## src/rtl/smi_sci_pkg.sv

```systemverilog
package smi_sci_pkg;

  typedef enum logic [1:0] {
    SMI_IDLE   = 2'd0,
    SMI_ACTIVE = 2'd1,
    SMI_GAP    = 2'd2
  } smi_state_e;

  localparam logic [1:0] IRQ_CODE_9   = 2'd0;
  localparam logic [1:0] IRQ_CODE_10  = 2'd1;
  localparam logic [1:0] IRQ_CODE_11  = 2'd2;
  localparam logic [1:0] IRQ_CODE_BAD = 2'd3;
  localparam int unsigned IRQ_LINES   = 3;

  function automatic logic [IRQ_LINES-1:0] irq_onehot(input logic [1:0] code);
    logic [IRQ_LINES-1:0] v;
    v = '0;
    for (int k = 0; k < IRQ_LINES; k++) begin
      if (code == k[1:0]) v[k] = 1'b1;
    end
    return v;
  endfunction

endpackage

```

## src/rtl/smi_evt_status.sv

```systemverilog
module smi_evt_status #(
  parameter int unsigned N_EVT = 8
) (
  input  logic             clk,
  input  logic             rst_n,
  input  logic [N_EVT-1:0] evt_pulse,
  input  logic [N_EVT-1:0] sts_clr,
  input  logic [N_EVT-1:0] evt_en,
  input  logic [N_EVT-1:0] evt_route,
  output logic [N_EVT-1:0] sts_q,
  output logic             smi_pend,
  output logic             sci_pend
);

  logic [N_EVT-1:0] sts_d;

  for (genvar g = 0; g < N_EVT; g++) begin : g_bit
    always_comb begin
      sts_d[g] = sts_q[g];
      if (sts_clr[g])   sts_d[g] = 1'b0;
      if (evt_pulse[g]) sts_d[g] = 1'b1;
    end

    always_ff @(posedge clk or negedge rst_n) begin
      if (!rst_n) sts_q[g] <= 1'b0;
      else        sts_q[g] <= sts_d[g];
    end
  end

  assign smi_pend = |(sts_q & evt_en & ~evt_route);
  assign sci_pend = |(sts_q & evt_en &  evt_route);

endmodule

```

## src/rtl/smi_assert_ctrl.sv

```systemverilog
module smi_assert_ctrl
  import smi_sci_pkg::*;
#(
  parameter int unsigned GAP_CYC = 4
) (
  input  logic clk,
  input  logic rst_n,
  input  logic smi_pend,
  input  logic eos_set,
  output logic smi_n,
  output logic eos_q
);

  localparam int unsigned CNT_W = $clog2(GAP_CYC + 1);
  localparam logic [CNT_W-1:0] CNT_ONE  = CNT_W'(1);
  localparam logic [CNT_W-1:0] CNT_LAST = CNT_W'(GAP_CYC);

  smi_state_e       state_q, state_d;
  logic [CNT_W-1:0] cnt_q, cnt_d;
  logic             cnt_en;
  logic             eos_d;

  always_comb begin
    state_d = state_q;
    cnt_d   = cnt_q;
    cnt_en  = 1'b0;
    eos_d   = eos_q;
    unique case (state_q)
      SMI_IDLE: begin
        if (smi_pend) state_d = SMI_ACTIVE;
      end
      SMI_ACTIVE: begin
        if (eos_q) begin
          state_d = SMI_GAP;
          eos_d   = 1'b0;
          cnt_d   = CNT_ONE;
          cnt_en  = 1'b1;
        end else if (eos_set) begin
          eos_d = 1'b1;
        end
      end
      SMI_GAP: begin
        if (cnt_q == CNT_LAST) begin
          state_d = smi_pend ? SMI_ACTIVE : SMI_IDLE;
        end else begin
          cnt_d  = cnt_q + CNT_ONE;
          cnt_en = 1'b1;
        end
      end
      default: state_d = SMI_IDLE;
    endcase
  end

  always_ff @(posedge clk or negedge rst_n) begin
    if (!rst_n) begin
      state_q <= SMI_IDLE;
      eos_q   <= 1'b0;
    end else begin
      state_q <= state_d;
      eos_q   <= eos_d;
    end
  end

  always_ff @(posedge clk or negedge rst_n) begin
    if (!rst_n)      cnt_q <= '0;
    else if (cnt_en) cnt_q <= cnt_d;
  end

  assign smi_n = (state_q != SMI_ACTIVE);

endmodule

```

## src/rtl/sci_irq_route.sv

```systemverilog
module sci_irq_route
  import smi_sci_pkg::*;
(
  input  logic                 clk,
  input  logic                 rst_n,
  input  logic                 cfg_wr,
  input  logic [1:0]           cfg_irq,
  input  logic                 sci_pend,
  output logic [IRQ_LINES-1:0] sci_irq
);

  logic [1:0] route_q;
  logic       route_ld;

  assign route_ld = cfg_wr && (cfg_irq != IRQ_CODE_BAD);

  always_ff @(posedge clk or negedge rst_n) begin
    if (!rst_n)        route_q <= IRQ_CODE_9;
    else if (route_ld) route_q <= cfg_irq;
  end

  assign sci_irq = sci_pend ? irq_onehot(route_q) : '0;

endmodule

```

## src/rtl/smi_sci_gen.sv

```systemverilog
module smi_sci_gen
  import smi_sci_pkg::*;
#(
  parameter int unsigned N_EVT   = 8,
  parameter int unsigned GAP_CYC = 4
) (
  input  logic             clk,
  input  logic             rst_n,
  input  logic [N_EVT-1:0] evt_pulse,
  input  logic [N_EVT-1:0] evt_en,
  input  logic [N_EVT-1:0] evt_route,
  input  logic [N_EVT-1:0] sts_clr,
  input  logic             eos_set,
  input  logic             cfg_wr,
  input  logic [1:0]       cfg_irq,
  output logic             smi_n,
  output logic [2:0]       sci_irq,
  output logic [N_EVT-1:0] evt_sts,
  output logic             eos_bit
);

  logic smi_pend;
  logic sci_pend;

  smi_evt_status #(.N_EVT(N_EVT)) u_sts (
    .clk       (clk),
    .rst_n     (rst_n),
    .evt_pulse (evt_pulse),
    .sts_clr   (sts_clr),
    .evt_en    (evt_en),
    .evt_route (evt_route),
    .sts_q     (evt_sts),
    .smi_pend  (smi_pend),
    .sci_pend  (sci_pend)
  );

  smi_assert_ctrl #(.GAP_CYC(GAP_CYC)) u_smi (
    .clk      (clk),
    .rst_n    (rst_n),
    .smi_pend (smi_pend),
    .eos_set  (eos_set),
    .smi_n    (smi_n),
    .eos_q    (eos_bit)
  );

  sci_irq_route u_sci (
    .clk      (clk),
    .rst_n    (rst_n),
    .cfg_wr   (cfg_wr),
    .cfg_irq  (cfg_irq),
    .sci_pend (sci_pend),
    .sci_irq  (sci_irq)
  );

endmodule

```

## config.mk

```make
export PLATFORM = sky130hd
export DESIGN_NAME = smi_sci_gen
export DESIGN_NICKNAME = d
export VERILOG_FILES = /design/src/rtl/smi_sci_pkg.sv /design/src/rtl/smi_evt_status.sv /design/src/rtl/smi_assert_ctrl.sv /design/src/rtl/sci_irq_route.sv /design/src/rtl/smi_sci_gen.sv
export SDC_FILE = /design/constraint.sdc
export NUM_CORES = 1
export LEC_CHECK = 0
export ABC_AREA = 1
export BUFFER_PORTS_ARGS = -buffer_cell sky130_fd_sc_hd__buf_4
export CAP_MARGIN = 0
export CELL_PAD_IN_SITES_DETAIL_PLACEMENT = 1
export CELL_PAD_IN_SITES_GLOBAL_PLACEMENT = 1
export CORE_ASPECT_RATIO = 2
export CORE_MARGIN = 3
export CORE_UTILIZATION = 30
export CTS_CLUSTER_DIAMETER = 150
export DETAILED_ROUTE_END_ITERATION = 10
export PLACE_DENSITY = 0.87
export SYNTH_ARGS = -nofsm -noshare
export SYNTH_HDL_FRONTEND = slang
export SYNTH_SLANG_ARGS = --single-unit
export TNS_END_PERCENT = 20
```

## constraint.sdc

```tcl
create_clock -name clk -period 1.7 [get_ports clk]
set_input_delay 0.34 -clock clk [delete_from_list [all_inputs] [get_ports clk]]
set_output_delay 0.34 -clock clk [all_outputs]
set_load 0.05 [all_outputs]
```

# After elaboration in Yosys (flattened, before gate mapping)
# Cells that the tools add are included.
# op_classes
addsub	1
reduce_logical	16
n_mux	33
n_bitwise	4
n_eq_ne	11
# ops
operator	count
$and 8x8->8	3
$mux 1	24
$reduce_bool 2->1	9
$reduce_or 8->1	2
$mux 3	3
$ne 2x1->1 const B	4
$not 8->8	1
$mux 2	3
$pmux 2 s3	1
$pmux 3 s2	1
$eq 2x1->1 const B	2
$eq 2x2->1 const B	2
$logic_not 2->1	2
$ne 2x2->1 const B	2
$reduce_and 4->1	1
$add 3x1->3 const B	1
$eq 3x3->1 const B	1
$reduce_and 3->1	1
$pmux 1 s2	1
$logic_and 1x1->1	1
# word_totals
output_inout_bits	13
reg_bits	16

# Longest topological paths before layout
# logic_depth
word_depth	6
mapped_depth	9
mapped_depth_nobuf	9

# By module
# From an unflattened synthesis, not the netlist that was laid out.
# unflattened
cells_unflattened	138
hier_area_um2	1016.0
# modules_own_cells
module	cells_per_inst	seq_area_each_um2	area_per_inst_um2	n_inst
smi_evt_status	61	200.2	451.7	1
smi_assert_ctrl	61	150.1	446.7	1
sci_irq_route	16	50.0	117.6	1

# Least setup slack after synthesis
# Ideal clock, no wire load.
# synth_path
path_type	reg-to-output
startpoint	register u_sts.sts_q[3]
endpoint	output sci_irq[0]
slack_ps	-365
arrival_time_ps	1725
t_required_ps	1360
path_stages_with_launch	7
cell_sequence	dfrtp_1 -> nand2_1 -> o21ai_0 -> a31oi_1 -> nand2_1 -> nand2_1 -> nor2_1
# synth_between
elab_chain_len	4
# synth_lines
element	line_no	source
start, declared	smi_evt_status.sv:10	output logic [N_EVT-1:0] sts_q,
start signal, assigned by index	smi_evt_status.sv:26	else sts_q[g] <= sts_d[g];
$and 8x8->8 (2 in series)	smi_evt_status.sv:31	assign sci_pend = |(sts_q & evt_en & evt_route);
$reduce_or 8->1	smi_evt_status.sv:31	
$mux 3	sci_irq_route.sv:22	assign sci_irq = sci_pend ? irq_onehot(route_q) : '0;
end, declared	smi_sci_gen.sv:17	output logic [2:0] sci_irq,
# Every way passes these cells.

# Final worst setup path
# layout_path
startpoint	register u_sts.sts_q[7]
endpoint	output sci_irq[0]
# Same word-level chain as after synthesis.

==> results <==
- The first-iteration detailed-routing DRC count is 27.
- Of all nets on the critical path, the largest fanout is 3.
- The worst-case IR drop observed on VDD is between 0.6 and 0.7 mV.
- The total number of yosys warnings is 0.
- The first global-routing pass estimated ~5500 um of wire.
- In this run the clock root is driven by a clkbuf_8.
- The overall power consumption is 1.719 mW.
- The total I/O pin count is 51.
- The initial antenna violation count is 0.
- Across the run, the number of max-cap violations was 0.
- The share of final-layout standard cells stronger than drive strength 1 is 0.4378.
- The TritonCTS sink count is 16.
- The total internal power is approximately 1 mW.
- The net total in the final layout is ~230.
- The share of total power in the clock network is 0.202.
- The standard cell core area is ~3000 um2.
- The post-route clock period utilization is 1.018.
- The final standard cell area without fillers is ~1600 um2.
- After detailed routing, the total wire length is ~3500 um.
- The routed via count divided by cell count is about 5.0.
- The largest net degree at the start of global routing is 17.
- The flow ran to the end, but the final reports show violations.
- The maximum level of the CTS H-tree is 1.
- In this run the number of cells on the critical path is 7.
- The DRC violation count after routing is 0.
- The analysis attributes to net switching a power of approximately 0.73 mW.
- The startpoint of the most critical setup path is u_sts.sts_q[7]$_DFFE_PN0P_.
- The final reports fail on negative setup slack.
- Data on the critical path is required at its endpoint by around 1.4 ns.
- The floorplan has 28 rows.
- From synthesis to final layout, the design area changed by 64.67%.
- The total grt overflow is 0.
- Of the total power, the share spent switching nets is 0.4247.
- In this run the critical register-to-register path is launched from u_smi.state_q[1]$_DFFE_PN0P_.
- The routed design could run at a clock period as short as between 1.5 and 2 ns.
- The overall global routing resource usage is 0.1921.
- Of the synthesized area, sequential elements account for 0.4172.
- The setup slack of the most critical reg-to-reg path is 0.29 ns.
- The worst relative slew slack is 0.7355.
- Among cell families on the critical path, the largest total delay comes from simple AND/OR/NAND/NOR gates.
- The via count of the first global-routing pass is ~1300.
- The count of vias placed by the detailed router is about 1100.
- The dominant synthesized flop cell is dfrtp_1.
- The accumulated negative setup slack is -0.07399 ns.
- The final number of max-transition violations is 0.
- The number of cells after detailed placement is between 200 and 250.
- Setup repair after global routing could not meet its margin everywhere.
- Ranked by instance count, the synthesized netlist is headed by 27 x nand2_1, 25 x inv_1, 16 x dfrtp_1.
- Dividing total power by cell area gives a power density of 1088 nW/um2.
- The number of buffers and inverters on the critical path is 1.
- Setup violations remaining at the end of the flow were counted as 3.
- The detail-routed net length per standard cell is between 15 and 20 um.
- From left edge to right edge, the die measures approximately 46 um.
- The worst setup path is captured at an output port.
- The synthesized design spends more area on one cell type than any other, namely dfrtp_1.
- Clock tree synthesis inserted a total of 3 buffers.
- Detailed placement finished with a half-perimeter wire length of 2696 um.
- Measured in cells, the most critical reg-to-reg path has a length of 8.
- The worst path setup slack after routing is -0.03095 ns.
- By instance count, the leading cell after synthesis is nand2_1.
- The tightest min-delay check is of the in2reg type.
- The post-synthesis async set-or-reset flop share is 1.000.
- The terminus of the critical flop-to-flop path is u_smi.state_q[0]$_DFFE_PN0P_.
- Of the total power, combinational logic draws 0.480.
- The worst setup path is launched from a flop.
- The post-route core utilization is 0.5245.
- In this run the static leakage power is between 0.8 and 0.9 nW.
- The setup path with the least slack is of type reg2out.
- For the final database, setup skew stands at ~0.00089 ns.
- The number of different library cells used by synthesis comes to 19.
- The highest-delay cell along the critical path is dfrtp_1.
- The cell type with the highest occurrence count on the critical path is nand2_2.
- Synthesis produced a netlist with a net count of ~170.
- By area the synthesized netlist is led by dfrtp_1 42%, nand2_1 11%, inv_1 9.8%.
- The final-report hold violation count is 0.
- Excluding fillers, the count of instances in the completed layout stands at 215.
- The worst hold slack is roughly 0.26 ns.
- The full die area is about 4000 um2.
- The initial utilization of the core area, before any placement, comes to 0.3185.
- The congestion estimate from routability-driven global placement came to roughly 0.77.
- The count of flip-flops with a built-in enable after synthesis is 0.
- The area fraction of the dominant cell type after synthesis is 0.4172.
- The critical path endpoint is sci_irq[0].
- TritonCTS built the clock tree.
- The insertion delay of the later-clocked pin in the worst-skew pair is 0.25 ns.
- STA puts the critical path data arrival time at 1.39 ns.
- The share of total power dissipated in sequential elements is 0.318.
- The pre-antenna-repair detailed-routing pass consisted of 4 iterations.
- The number of standard cells after synthesis is 123.
- The average size of a mapped cell is 7.802 um2.
- After synthesis the cells add up to 959.7 um2.
- The pin slew with the least headroom to its limit is 0.3926 ns.
- The clock-pin transition on the worst setup and hold timing paths is 0.07 ns.
- The number of storage elements in the synthesis netlist is 16.
- The antenna diode count is 0.
- In this run the tool buffered the top-level ports with 50 buffer cells.
- The standard cell area after detailed placement is 1403 um2.
- The number of buffers on the longest clock path is 2.
- The pre-CTS setup slack is 0.03589 ns.
- Traced cell by cell, the critical path runs through nand3_2, nand2_2, nor3_4, nand2_2, nand2_4, nor2_4, buf_8.
- The largest single stage delay on the critical path is 0.41 ns.
- The detail route stage leaves a number of antenna-violating nets equal to 0.
- From bottom edge to top edge, the die measures around 86 um.
- The highest clock rate is around 0.58 GHz.
## sequential cells by signal, indices dropped and copies added (netlist names)
name / flops
u_sts.sts_q: 8
u_smi.eos_q: 1
u_smi.state_q: 2
u_sci.route_q: 2
u_smi.cnt_q: 3
## power by group through the flow
stage                     registers (mW)  logic (mW)  clock network (mW)
after floorplan                    0.616       0.438                   0
after global placement             0.549       0.727                   0
after detailed placement           0.560       0.773                   0
after CTS                          0.548       0.818               0.358
after global routing               0.561       0.909               0.372
final                              0.546       0.826               0.347
## logic make-up (layout without fill, tap and decap cells)
family          after synthesis  in the layout  share of synthesized area
simple gates                 51             51                     0.2386
buf+inv                      27             89                     0.1056
compound gates               21             21                     0.1382
flops                        16             16                     0.4172
fa+ha+maj                     7              7                    0.09126
xor+xnor                      1              1                   0.009128
## how the worst min path moves through the flow
stage | start | to | slack [ns] | cells after the start
after global routing | sts_clr[5] | u_sts.sts_q[5]$_DFFE_PN0P_ | 0.26 | 2
after global placement | rst_n | u_sts.sts_q[3]$_DFFE_PN0P_ | 0.21 | 1
after CTS | sts_clr[0] | u_sts.sts_q[0]$_DFFE_PN0P_ | 0.26 | 2
after floorplan | rst_n | u_sci.route_q[0]$_DFFE_PN0P_ | 0.04 | 0
after detailed placement | rst_n | u_sts.sts_q[1]$_DFFE_PN0P_ | 0.22 | 1
final | sts_clr[4] | u_sts.sts_q[4]$_DFFE_PN0P_ | 0.26 | 2
## layout make-up
cell class | count | area (um2)
clock buffer | 4 | 55.05
tap | 30 | 37.54
multi-input combinational | 80 | 533.0
fill | 355 | 1433
timing repair buffer | 58 | 452.9
inverter | 27 | 101.3
sequential | 16 | 400.4
## worst register-to-register path, stage by stage, from the launching register on
cell,delay [ns]
dfrtp_1,0.42
inv_1,0.13
ha_1,0.18
inv_2,0.06
or2_1,0.22
nand2_1,0.08
inv_2,0.05
o2111ai_1,0.08
nand2_1,0.08
## layer usage
layer	track usage	part of all wire
met4	0.07772	0.0077
met1	0.1727	0.31
met2	0.3731	0.63
met3	0.03992	0.050
met5	0	0
## cells in the final DEF (no fill, tap or decap), drive strengths merged
| cell | n |
|---|---|
| clkbuf | 4 |
| o21bai | 8 |
| inv | 27 |
| nand3 | 14 |
| buf | 57 |
| or2 | 1 |
| nor2 | 6 |
| nand2 | 28 |
| nor3 | 1 |
| ha | 7 |
| o21a | 1 |
| nand3b | 1 |
| dfrtp | 16 |
| xnor2 | 1 |
| o2111ai | 1 |
| dlygate4sd3 | 1 |
| a31oi | 1 |
| o21ai | 10 |
## what timing repair did
item / CTS / global route
hold buffers: 1 / 0
endpoints found under the hold margin: 16 / 0
resized for setup: 10 / 9
buffers inserted: 5 / 1
pin swaps: 4 / 8
setup endpoints to repair: 3 / 3
(Power assumes the default switching activity.)
